===== src/rtl/lwd_pkg.sv =====
package lwd_pkg;
   typedef enum logic [1:0] {
      WIN_CTL   = 2'd0,
      WIN_REGIO = 2'd1,
      WIN_MEM16 = 2'd2,
      WIN_MEM8  = 2'd3
   } win_e;

   typedef enum logic [1:0] {
      SP_IO  = 2'd0,
      SP_ID  = 2'd1,
      SP_INT = 2'd2,
      SP_MEM = 2'd3
   } space_e;

   localparam int NUM_EWIN = 3;
endpackage


===== src/rtl/lwd_cfg.sv =====
module lwd_cfg #(
   parameter int          CFG_AW        = 8,
   parameter int          CFG_DEPTH     = 88,
   parameter logic [7:0]  CFG_MUL       = 8'd29,
   parameter logic [7:0]  CFG_SALT      = 8'hA6,
   parameter int          ENDIAN_BASE   = 'h2B,
   parameter int          ENDIAN_STRIDE = 4,
   parameter int          NUM_EWIN      = 3
) (
   input  logic              clk,
   input  logic              rst_n,
   input  logic              cfg_en,
   input  logic              cfg_wr,
   input  logic [CFG_AW-1:0] cfg_addr,
   input  logic [7:0]        cfg_wdata,
   output logic [7:0]        cfg_rdata,
   output logic [NUM_EWIN-1:0] endian_q
);
   localparam logic [CFG_AW:0] DEPTH_L = (CFG_AW+1)'(CFG_DEPTH);

   if (CFG_DEPTH > (1 << CFG_AW)) begin : g_chk_depth
      $error("lwd_cfg: CFG_DEPTH exceeds address space");
   end
   if (ENDIAN_BASE + (NUM_EWIN-1)*ENDIAN_STRIDE >= CFG_DEPTH) begin : g_chk_base
      $error("lwd_cfg: endian bytes outside table");
   end

   logic [NUM_EWIN-1:0] hit;
   wire unused_cfg_bits = ^cfg_wdata[7:1];

   for (genvar w = 0; w < NUM_EWIN; w++) begin : g_ebit
      localparam logic [CFG_AW-1:0] OFS = CFG_AW'(ENDIAN_BASE + w*ENDIAN_STRIDE);
      assign hit[w] = (cfg_addr == OFS);
      always_ff @(posedge clk or negedge rst_n) begin
         if (!rst_n)                        endian_q[w] <= 1'b0;
         else if (cfg_en && cfg_wr && hit[w]) endian_q[w] <= cfg_wdata[0];
      end
   end

   logic [7:0] mix;
   always_comb begin
      mix = 8'(cfg_addr * CFG_MUL);
      if ({1'b0, cfg_addr} < DEPTH_L)
         cfg_rdata = ((mix ^ CFG_SALT) & 8'hFE) | {7'd0, |(hit & endian_q)};
      else
         cfg_rdata = 8'h00;
   end

   // a write to the first mode byte lands in mode bit 0
   a_r7_mode_write: assert property (@(posedge clk) disable iff (!rst_n)
      (cfg_en && cfg_wr && cfg_addr == CFG_AW'(ENDIAN_BASE))
      |=> (endian_q[0] == $past(cfg_wdata[0])));

   // without a write enable the mode bits hold
   a_r7_mode_hold: assert property (@(posedge clk) disable iff (!rst_n)
      !(cfg_en && cfg_wr) |=> $stable(endian_q));
endmodule


===== src/rtl/lwd_lane.sv =====
module lwd_lane #(
   parameter int DW      = 16,
   parameter bit SWAP_EN = 1'b1
) (
   input  logic          swap,
   input  logic [DW-1:0] din,
   output logic [DW-1:0] dout
);
   localparam int LANES = DW / 8;

   if (DW % 8 != 0 || LANES < 1) begin : g_chk_dw
      $error("lwd_lane: DW must be a multiple of 8");
   end

   if (SWAP_EN) begin : g_swap
      for (genvar b = 0; b < LANES; b++) begin : g_byte
         assign dout[b*8 +: 8] = swap ? din[(LANES-1-b)*8 +: 8] : din[b*8 +: 8];
      end
   end else begin : g_pass
      wire unused_swap = swap;
      assign dout = din;
   end
endmodule


===== src/rtl/lwd_carve.sv =====
module lwd_carve
   import lwd_pkg::*;
#(
   parameter int ADDR_W       = 25,
   parameter int SLOT_W       = 2,
   parameter int OFF_W        = 23,
   parameter int CTL_OFF_W    = 8,
   parameter int REG_SLOT_LSB = 8,
   parameter int MEM16_OFF_W  = 23,
   parameter int MEM8_OFF_W   = 22
) (
   input  logic [1:0]          win,
   input  logic [ADDR_W-1:0]   addr,
   input  logic                size,
   input  logic [NUM_EWIN-1:0] endian_q,
   output logic [SLOT_W-1:0]   slot,
   output logic [1:0]          space,
   output logic [OFF_W-1:0]    offset,
   output logic                ctl,
   output logic                err,
   output logic                swap
);
   localparam int REG_SHORT_W = REG_SLOT_LSB - 2;
   localparam int REG_LONG_W  = REG_SLOT_LSB - 1;

   if (ADDR_W < MEM16_OFF_W + SLOT_W) begin : g_chk_a16
      $error("lwd_carve: ADDR_W too small for halfword window");
   end
   if (ADDR_W < MEM8_OFF_W + SLOT_W) begin : g_chk_a8
      $error("lwd_carve: ADDR_W too small for byte window");
   end
   if (OFF_W < MEM16_OFF_W || OFF_W < MEM8_OFF_W || OFF_W < CTL_OFF_W) begin : g_chk_off
      $error("lwd_carve: OFF_W too narrow");
   end
   if (REG_SLOT_LSB < 3 || ADDR_W < REG_SLOT_LSB + SLOT_W) begin : g_chk_reg
      $error("lwd_carve: bad register window layout");
   end

   logic [3:0]        be_ext;
   logic              be_win;
   logic [ADDR_W-1:0] ea;
   logic [1:0]        fld;

   assign be_ext = 4'({1'b0, endian_q});
   assign be_win = be_ext[win];
   assign ea     = addr ^ {{(ADDR_W-1){1'b0}}, (be_win & ~size)};
   assign swap   = be_win & size;
   assign err    = ((win == WIN_CTL) && !size) || ((win == WIN_MEM8) && size);
   assign ctl    = (win == WIN_CTL);
   assign fld    = ea[REG_SLOT_LSB-1 -: 2];

   always_comb begin
      slot   = '0;
      space  = SP_IO;
      offset = '0;
      unique case (win)
         WIN_CTL: begin
            offset[CTL_OFF_W-1:0] = ea[CTL_OFF_W-1:0];
         end
         WIN_REGIO: begin
            slot = ea[REG_SLOT_LSB +: SLOT_W];
            if (fld == 2'd2) begin
               space = SP_ID;
               offset[REG_SHORT_W-1:0] = ea[REG_SHORT_W-1:0];
            end else if (fld == 2'd3) begin
               space = SP_INT;
               offset[REG_SHORT_W-1:0] = ea[REG_SHORT_W-1:0];
            end else begin
               offset[REG_LONG_W-1:0] = ea[REG_LONG_W-1:0];
            end
         end
         WIN_MEM16: begin
            slot  = ea[MEM16_OFF_W +: SLOT_W];
            space = SP_MEM;
            offset[MEM16_OFF_W-1:0] = ea[MEM16_OFF_W-1:0];
         end
         default: begin
            slot  = ea[MEM8_OFF_W +: SLOT_W];
            space = SP_MEM;
            offset[MEM8_OFF_W-1:0] = ea[MEM8_OFF_W-1:0];
         end
      endcase
   end

   // the byte window never asks for a lane swap
   always_comb begin
      a_r4_no_swap_mem8: assert (!(win == WIN_MEM8 && swap));
   end
endmodule


===== src/rtl/lwin_decoder.sv =====
module lwin_decoder
   import lwd_pkg::*;
#(
   parameter int ADDR_W       = 25,
   parameter int NUM_SLOTS    = 4,
   parameter int DW           = 16,
   parameter int OFF_W        = 23,
   parameter int CTL_OFF_W    = 8,
   parameter int REG_SLOT_LSB = 8,
   parameter int MEM16_OFF_W  = 23,
   parameter int MEM8_OFF_W   = 22,
   parameter int CFG_AW       = 8,
   parameter int CFG_DEPTH    = 88,
   localparam int SLOT_W      = $clog2(NUM_SLOTS)
) (
   input  logic              clk,
   input  logic              rst_n,
   input  logic              acc_valid,
   input  logic [1:0]        acc_win,
   input  logic [ADDR_W-1:0] acc_addr,
   input  logic              acc_size,
   input  logic              acc_wr,
   input  logic [DW-1:0]     acc_wdata,
   input  logic [NUM_SLOTS-1:0] slot_present,
   input  logic [DW-1:0]     mod_rdata,
   input  logic              cfg_en,
   input  logic              cfg_wr,
   input  logic [CFG_AW-1:0] cfg_addr,
   input  logic [7:0]        cfg_wdata,
   output logic [7:0]        cfg_rdata,
   output logic              dec_valid,
   output logic              dec_wr,
   output logic              dec_ctl,
   output logic              dec_err,
   output logic [SLOT_W-1:0] dec_slot,
   output logic [1:0]        dec_space,
   output logic [OFF_W-1:0]  dec_offset,
   output logic [DW-1:0]     dec_wdata,
   output logic [NUM_SLOTS-1:0] dec_sel,
   output logic [DW-1:0]     host_rdata
);
   if ((1 << SLOT_W) != NUM_SLOTS || NUM_SLOTS < 2) begin : g_chk_slots
      $error("lwin_decoder: NUM_SLOTS must be a power of two >= 2");
   end
   if (DW != 16) begin : g_chk_dw
      $error("lwin_decoder: halfword windows need DW == 16");
   end

   logic [NUM_EWIN-1:0] endian_q;
   logic [SLOT_W-1:0]   slot_d;
   logic [1:0]          space_d;
   logic [OFF_W-1:0]    off_d;
   logic                ctl_d, err_d, swap_d;
   logic [DW-1:0]       wlane, rlane;
   logic [NUM_SLOTS-1:0] sel_d;
   logic                q_swap;

   lwd_cfg #(
      .CFG_AW    (CFG_AW),
      .CFG_DEPTH (CFG_DEPTH),
      .NUM_EWIN  (NUM_EWIN)
   ) i_cfg (
      .clk       (clk),
      .rst_n     (rst_n),
      .cfg_en    (cfg_en),
      .cfg_wr    (cfg_wr),
      .cfg_addr  (cfg_addr),
      .cfg_wdata (cfg_wdata),
      .cfg_rdata (cfg_rdata),
      .endian_q  (endian_q)
   );

   lwd_carve #(
      .ADDR_W       (ADDR_W),
      .SLOT_W       (SLOT_W),
      .OFF_W        (OFF_W),
      .CTL_OFF_W    (CTL_OFF_W),
      .REG_SLOT_LSB (REG_SLOT_LSB),
      .MEM16_OFF_W  (MEM16_OFF_W),
      .MEM8_OFF_W   (MEM8_OFF_W)
   ) i_carve (
      .win      (acc_win),
      .addr     (acc_addr),
      .size     (acc_size),
      .endian_q (endian_q),
      .slot     (slot_d),
      .space    (space_d),
      .offset   (off_d),
      .ctl      (ctl_d),
      .err      (err_d),
      .swap     (swap_d)
   );

   lwd_lane #(.DW(DW), .SWAP_EN(1'b1)) i_wlane (
      .swap (swap_d),
      .din  (acc_wdata),
      .dout (wlane)
   );

   lwd_lane #(.DW(DW), .SWAP_EN(1'b1)) i_rlane (
      .swap (q_swap),
      .din  (mod_rdata),
      .dout (rlane)
   );

   for (genvar s = 0; s < NUM_SLOTS; s++) begin : g_sel
      assign sel_d[s] = acc_valid && !err_d && !ctl_d &&
                        (slot_d == SLOT_W'(s)) && slot_present[s];
   end

   always_ff @(posedge clk or negedge rst_n) begin
      if (!rst_n) begin
         dec_valid  <= 1'b0;
         dec_wr     <= 1'b0;
         dec_ctl    <= 1'b0;
         dec_err    <= 1'b0;
         dec_slot   <= '0;
         dec_space  <= '0;
         dec_offset <= '0;
         dec_wdata  <= '0;
         dec_sel    <= '0;
         q_swap     <= 1'b0;
      end else begin
         dec_valid  <= acc_valid;
         dec_wr     <= acc_valid && acc_wr;
         dec_ctl    <= acc_valid && ctl_d && !err_d;
         dec_err    <= acc_valid && err_d;
         dec_slot   <= acc_valid ? slot_d  : '0;
         dec_space  <= acc_valid ? space_d : '0;
         dec_offset <= acc_valid ? off_d   : '0;
         dec_wdata  <= (acc_valid && acc_wr) ? wlane : '0;
         dec_sel    <= sel_d;
         q_swap     <= acc_valid && swap_d;
      end
   end

   assign host_rdata = (dec_valid && !dec_wr && (dec_ctl || (|dec_sel))) ? rlane : '0;

   // an error never comes with a slot select
   a_r9_err_no_sel: assert property (@(posedge clk) disable iff (!rst_n)
      dec_err |-> (dec_sel == '0));

   // a byte access to the control window is flagged
   a_r9_ctl_byte_err: assert property (@(posedge clk) disable iff (!rst_n)
      (acc_valid && acc_win == WIN_CTL && !acc_size) |=> (dec_err && !dec_ctl));

   // at most one slot selected
   a_r11_sel_onehot: assert property (@(posedge clk) disable iff (!rst_n)
      $onehot0(dec_sel));

   // a decode follows each access by exactly one cycle
   a_r11_valid_follows: assert property (@(posedge clk) disable iff (!rst_n)
      acc_valid |=> dec_valid);
   a_r11_idle_follows: assert property (@(posedge clk) disable iff (!rst_n)
      !acc_valid |=> (!dec_valid && dec_sel == '0));

   // reads with no target return zero
   a_r10_absent_zero: assert property (@(posedge clk) disable iff (!rst_n)
      (dec_valid && !dec_wr && !dec_ctl && dec_sel == '0) |-> (host_rdata == '0));

   // byte-window write data passes untouched
   a_r4_mem8_passthru: assert property (@(posedge clk) disable iff (!rst_n)
      (acc_valid && acc_wr && acc_win == WIN_MEM8) |=> (dec_wdata == $past(acc_wdata)));
endmodule


===== config.mk =====
export PLATFORM = sky130hd
export DESIGN_NAME = lwin_decoder
export DESIGN_NICKNAME = d
export VERILOG_FILES = /design/src/rtl/lwd_pkg.sv /design/src/rtl/lwd_cfg.sv /design/src/rtl/lwd_lane.sv /design/src/rtl/lwd_carve.sv /design/src/rtl/lwin_decoder.sv
export SDC_FILE = /design/constraint.sdc
export NUM_CORES = 1
export LEC_CHECK = 0
export BUFFER_PORTS_ARGS = -buffer_cell sky130_fd_sc_hd__buf_2
export CORE_MARGIN = 2
export CORE_UTILIZATION = 42
export CTS_BUF_LIST = sky130_fd_sc_hd__clkbuf_2
export CTS_CLUSTER_DIAMETER = 40
export DETAILED_ROUTE_END_ITERATION = 10
export PLACE_DENSITY = 0.88
export SLEW_MARGIN = 5
export SYNTH_ARGS = -nofsm -noshare
export SYNTH_HDL_FRONTEND = slang
export SYNTH_SLANG_ARGS = --single-unit
export TNS_END_PERCENT = 20

===== constraint.sdc =====
create_clock -name clk -period 2.55 [get_ports clk]
set_input_delay 0.1275 -clock clk [delete_from_list [all_inputs] [get_ports clk]]
set_output_delay 0.1275 -clock clk [all_outputs]
set_load 0.1 [all_outputs]

Word-level counts from Yosys, hierarchy flattened
Cells that the tools add are included.
{ "classes": {"n_reduce_logical": 34, "div": 0, "n_eq_ne": 11, "magnitude_cmp": 2, "mul": 1, "n_bitwise": 7, "n_mux": 22, "add_sub_neg": 0, "n_shift": 0} }
{ "op_table": {"columns": ["operator", "count"], "rows": [
  ["$mux W8", 5],
  ["$mux W16", 2],
  ["$xor A25 B1 Y25", 1],
  ["$eq A8 B6 Y1 const B", 3],
  ["$logic_and A1 B1 Y1", 23],
  ["$mux W23", 1],
  ["$mux W14", 1],
  ["$eq A2 B2 Y1 const B", 6],
  ["$lt A8 B7 Y1 const B", 1],
  ["$mul A8 B5 Y8 const B", 1],
  ["$mux W2", 4],
  ["$or A8 B1 Y8", 1],
  ["$mux W7", 1],
  ["$pmux W2 S3", 1],
  ["$mux W1", 5],
  ["$eq A2 B1 Y1 const B", 2],
  ["$logic_not A1 Y1", 4],
  ["$logic_not A2 Y1", 2],
  ["$not A4 Y4", 1],
  ["$pmux W2 S2", 1],
  ["$reduce_or A4 Y1", 1],
  ["$and A3 B3 Y3", 1],
  ["$lt A2 B3 Y1 const B", 1],
  ["$reduce_or A3 Y1", 1],
  ["other kinds (5)", 7]
]} }
{ "word_totals": {"romBits": 0, "input_bits": 86, "wordCells": 90, "mem_bits_rw": 0, "ff_bits": 55, "n_memories": 0, "output_inout_bits": 75, "latchBits": 0} }

Logic depth before layout (Yosys ltp)
{ "logic_depth": {"depth_word": 9, "depth_mapped": 10, "mapped_depth_nobuf": 10} }

By module
From an unflattened synthesis, not the netlist that was laid out.
{ "unflattened": {"cells_unflattened": 309, "hier_area_um2": 3395.8} }
{ "by_module_without_submodules": {"columns": ["module", "cells_each", "instances", "area_each_um2", "seq_area_each_um2"], "rows": [
  ["lwin_decoder", 150, 1, 1920.6, 1301.2],
  ["lwd_cfg", 68, 1, 656.9, 75.1],
  ["lwd_lane", 18, 2, 249.0, 0.0],
  ["lwd_carve", 55, 1, 320.3, 0.0]
]} }

Worst setup path after synthesis
Ideal clock, no wire load.
{ "synth_timing": {"path_kind": "input port to output port", "start": "input port cfg_addr[2]", "end": "output port cfg_rdata[7]", "t_required_ns": 2.423, "stages": 10, "path_slack_ns": -1.188, "n_path_buf": 0, "arrival_ns": 3.611, "path_cell_list": "inv_1 -> fa_1 -> inv_1 -> ha_1 -> fa_1 -> ha_1 -> a21o_1 -> a21oi_1 -> xnor3_1 -> nor2_1"} }
{ "synth_via": {"elab_chain_len": 4, "word_cells_on_any_way": 5, "classes_between": "1 x mul; 1 x order compare; 1 x mux; 2 x bitwise"} }
{ "synth_rtl": {"columns": ["element", "line_no", "rtl"], "rows": [
  ["start: declaration", "lwin_decoder.sv:28", "input logic [CFG_AW-1:0] cfg_addr,"],
  ["$mul A8 B5 Y8", "lwd_cfg.sv:42", "mix = 8'(cfg_addr * CFG_MUL);"],
  ["$not A4 Y4 (no line)", null, null],
  ["$or A8 B1 Y8", "lwd_cfg.sv:44", "cfg_rdata = ((mix ^ CFG_SALT) & 8'hFE) | {7'd0, |(hit & endian_q)};"],
  ["$mux W8 (*)", "lwd_cfg.sv:43", "if ({1'b0, cfg_addr} < DEPTH_L)"],
  ["end: declaration", "lwin_decoder.sv:30", "output logic [7:0] cfg_rdata,"]
]} }
Every way passes the cells marked *; elsewhere a longest branch is shown, timed or not.

Worst setup path after layout
Same ends and word-level chain as after synthesis.

==> results.yml <==
run_status:
  status: "complete, but fails checks"
  violations: "negative setup slack"
global_route:
  grt_pass1_wl_um: 13600
  grt_antenna_before_repair: 0
  grt_pass1_vias: 2959
  track_usage: 0.225
  grt_max_degree: 34
  grt-ovfl-total: 0
timing:
  tns_ps: -435
  worst-slew-pin-transition_ps: 810
  setup_ws_ps: -260
  worst_clock_skew_ps: 1.35
  whs_ps: 31.7
  relSlewSlack: 0.460
  hold_viol: 0
  rsz0062_at_grt: "true"
  fin_crit_sh: 1.10
  period_minus_slack_ps: 2810
  slew_viol_final: 0
  max_freq_ghz: 0.356
  finalSetupViolCount: 3
logic_synthesis:
  yosysMostFrequentCell: "dfrtp_1"
  synth.area.mux_share: 0.0764
  yosys_warnings: 0
  synth_cells: 278
  synth_xor_area_frac: 0.0278
  synthFlopType: "dfrtp_1"
  synth_top_area_frac: 0.457
  synth.largest_area_cell: "dfrtp_1"
  netlist_area_um2: 3010
  synth-compound-area-share: 0.136
  seq_area_frac_synth: 0.457
  synth_nets: 384
  synth.area.top_cells: "dfrtp_1 46%, ha_1 5.8%, mux2i_1 5.3%"
  avgSynthCellArea_um2: 10.8
  synthSimpleGateAreaFrac: 0.161
  synth_edf_count: 0
  synth_top_family_by_area: "simple AND/OR/NAND/NOR gates"
  ys_ff_latch: 55
  synthTopCellsByCount: "55 x dfrtp_1, 26 x nor2_1, 22 x nand3_1"
  ys_async_sr_fraction: 1.00
  synth_cell_type_count: 43
  synthAdderAreaFrac: 0.0980
drt:
  drtIter0Drc: 94
  remaining_drc_errors: 0
  via_per_inst: 5.02
  wl_um: 9310
  antenna_left: 0
  via_count: 2943
  firstDrtPassIters: 4
  post_drt_wl_per_cell_um: 15.9
worst_setup_path:
  cp-start-kind: "primary input"
  critPathSlowestCell: "fa_1"
  end_kind: "output port"
  worstPathRequired_ps: 2420
  path_class: "primary input to output port"
  arrival_ps: 2680
  crit_path_cell_trace: "buf_8 -> clkinvlp_4 -> fa_1 -> inv_2 -> ha_4 -> fa_1 -> ha_4 -> a21o_1 -> a21oi_2 -> xnor3_1 -> nor2_4 -> buf_12"
  cp_num_buf_inv: 4
  slowest_delay_ps: 530
  crit_family: "adder cells"
  cp_max_fo: 3
floorplan:
  dieArea_um2: 7860
  row_count: 30
  core_area_um2: 6870
  io_pins: 161
  die_y_um: 88.7
  initial_utilization: 0.438
  die_w_um: 88.7
layout:
  multiInputGateArea_um2: 1650
  final_cells: 586
  regArea_um2: 1380
  n_fill_cell: 494
  diodes: 0
  drive_gt1_frac: 0.443
  nets: 595
  synthToLayoutAreaGrowth_pct: 57.4
clocking:
  cts_tree: "yes"
  clk_latency_ps: 430
  clk_pin_slew_ps: 270
  clkSinkCount: 55
  clockBufferDepth: 2
  cts_buffers: 5
  cts_max_level: 2
  cts-root-buf: "clkbuf_2"
place:
  place_congestion: 0.798
  placedCellCount: 523
  port_buffers: 153
  place_hpwl_um: 6170
  pre_cts_slack_ps: -422
pwr:
  cellLeakagePower_nw: 2.47
  total_power_mw: 2.64
  power_density_nw_per_um2: 556
  ir_drop_v: 0.000496
min_path:
  hold_class: "primary input to flop"
run:
  max_cap_violations: 0
-- what timing repair did --
item	in CTS	in global routing
hold endpoints to repair	70	0
setup endpoints to repair	3	19
gates resized for setup	11	4
hold buffers	53	0
setup buffers	1	1
pin swaps	4	3
-- worst min-delay path, delay by kind of cell --
family | cells | cell delay [ps]
mux | 1 | 130
buf+inv | 1 | 120
simple gates | 1 | 80
-- routing by layer --
metal	GRT usage	up-vias	part of all wire
met5	0	-	0
met4	0.0950	0	0.031
met3	0.0401	28	0.069
met2	0.450	142	0.54
met1	0.221	1391	0.36
li1	-	1382	-
-- logic make-up after synthesis --
logic type,count (synthesis)
compound gates,52
xor+xnor,8
simple gates,93
buf+inv,28
fa+ha+maj,20
flops,55
mux,22
-- layout make-up --
type / count / area share
clock buffers: 5 / 0.00528
multi-input cells: 195 / 0.348
repair buffers: 220 / 0.311
well taps: 96 / 0.0253
clock inverters: 3 / 0.0100
inverters: 12 / 0.0103
flip-flops and latches: 55 / 0.290
-- cells in the final DEF (no fill, tap or decap), types with 4 or more instances in the layout --
cell type / netlist / routed
a21o_1: 4 / 4
a21oi_1: 10 / 8
a21oi_2: 9 / 10
and2_1: 8 / 8
and3_1: 19 / 19
buf_12: 0 / 4
buf_2: 3 / 147
buf_4: 3 / 15
clkbuf_2: 0 / 5
dfrtp_1: 55 / 55
dlygate4sd3_1: 0 / 53
fa_1: 6 / 5
ha_1: 14 / 8
ha_4: 0 / 6
inv_1: 10 / 7
mux2_1: 5 / 5
mux2i_1: 16 / 16
nand2_1: 7 / 7
nand3_1: 22 / 22
nor2_1: 26 / 22
nor2_4: 0 / 4
o21ai_1: 7 / 7
o21ai_2: 10 / 9
xnor2_1: 5 / 5
-- path summary, 6_finish.rpt --
path	from	endpoint	slack (ps)	cells after the start
worst max-delay path	cfg_addr[2]	cfg_rdata[7]	-260	12
worst min-delay path	cfg_wr	i_cfg.endian_q[2]	30	3
worst max register to register	i_cfg.endian_q[1]	dec_wdata[11]	270	5
worst min register to register	i_cfg.endian_q[0]	i_cfg.endian_q[0]	600	1
max in group asynchronous	rst_n	dec_slot[1]	1580	3
min in group asynchronous	rst_n	dec_wdata[14]	180	2
-- stage by stage --
| step | utilization | area (um^2) |
|---|---|---|
| floorplan | - | 3090 |
| global placement | 0.588 | 4040 |
| detailed placement | 0.588 | 4040 |
| CTS | 0.684 | 4700 |
| global route | 0.690 | 4740 |
| finish | 0.690 | 4740 |
-- where the power goes --
part	switching, mW	internal [mW]	total, mW
clock network	0.284	0.172	0.456
logic	0.826	0.435	1.26
registers	0.0117	0.908	0.920
total	1.12	1.52	2.64
-- registers in the layout, indices dropped and copies added, names as in the netlist --
| signal | flops |
|---|---|
| dec_err | 1 |
| i_cfg.endian_q | 3 |
| dec_wr | 1 |
| dec_ctl | 1 |
| q_swap | 1 |
| dec_space | 2 |
| dec_wdata | 16 |
| dec_sel | 4 |
| dec_offset | 23 |
| dec_slot | 2 |
| dec_valid | 1 |
Note: power is estimated with default switching activity, not from simulation.
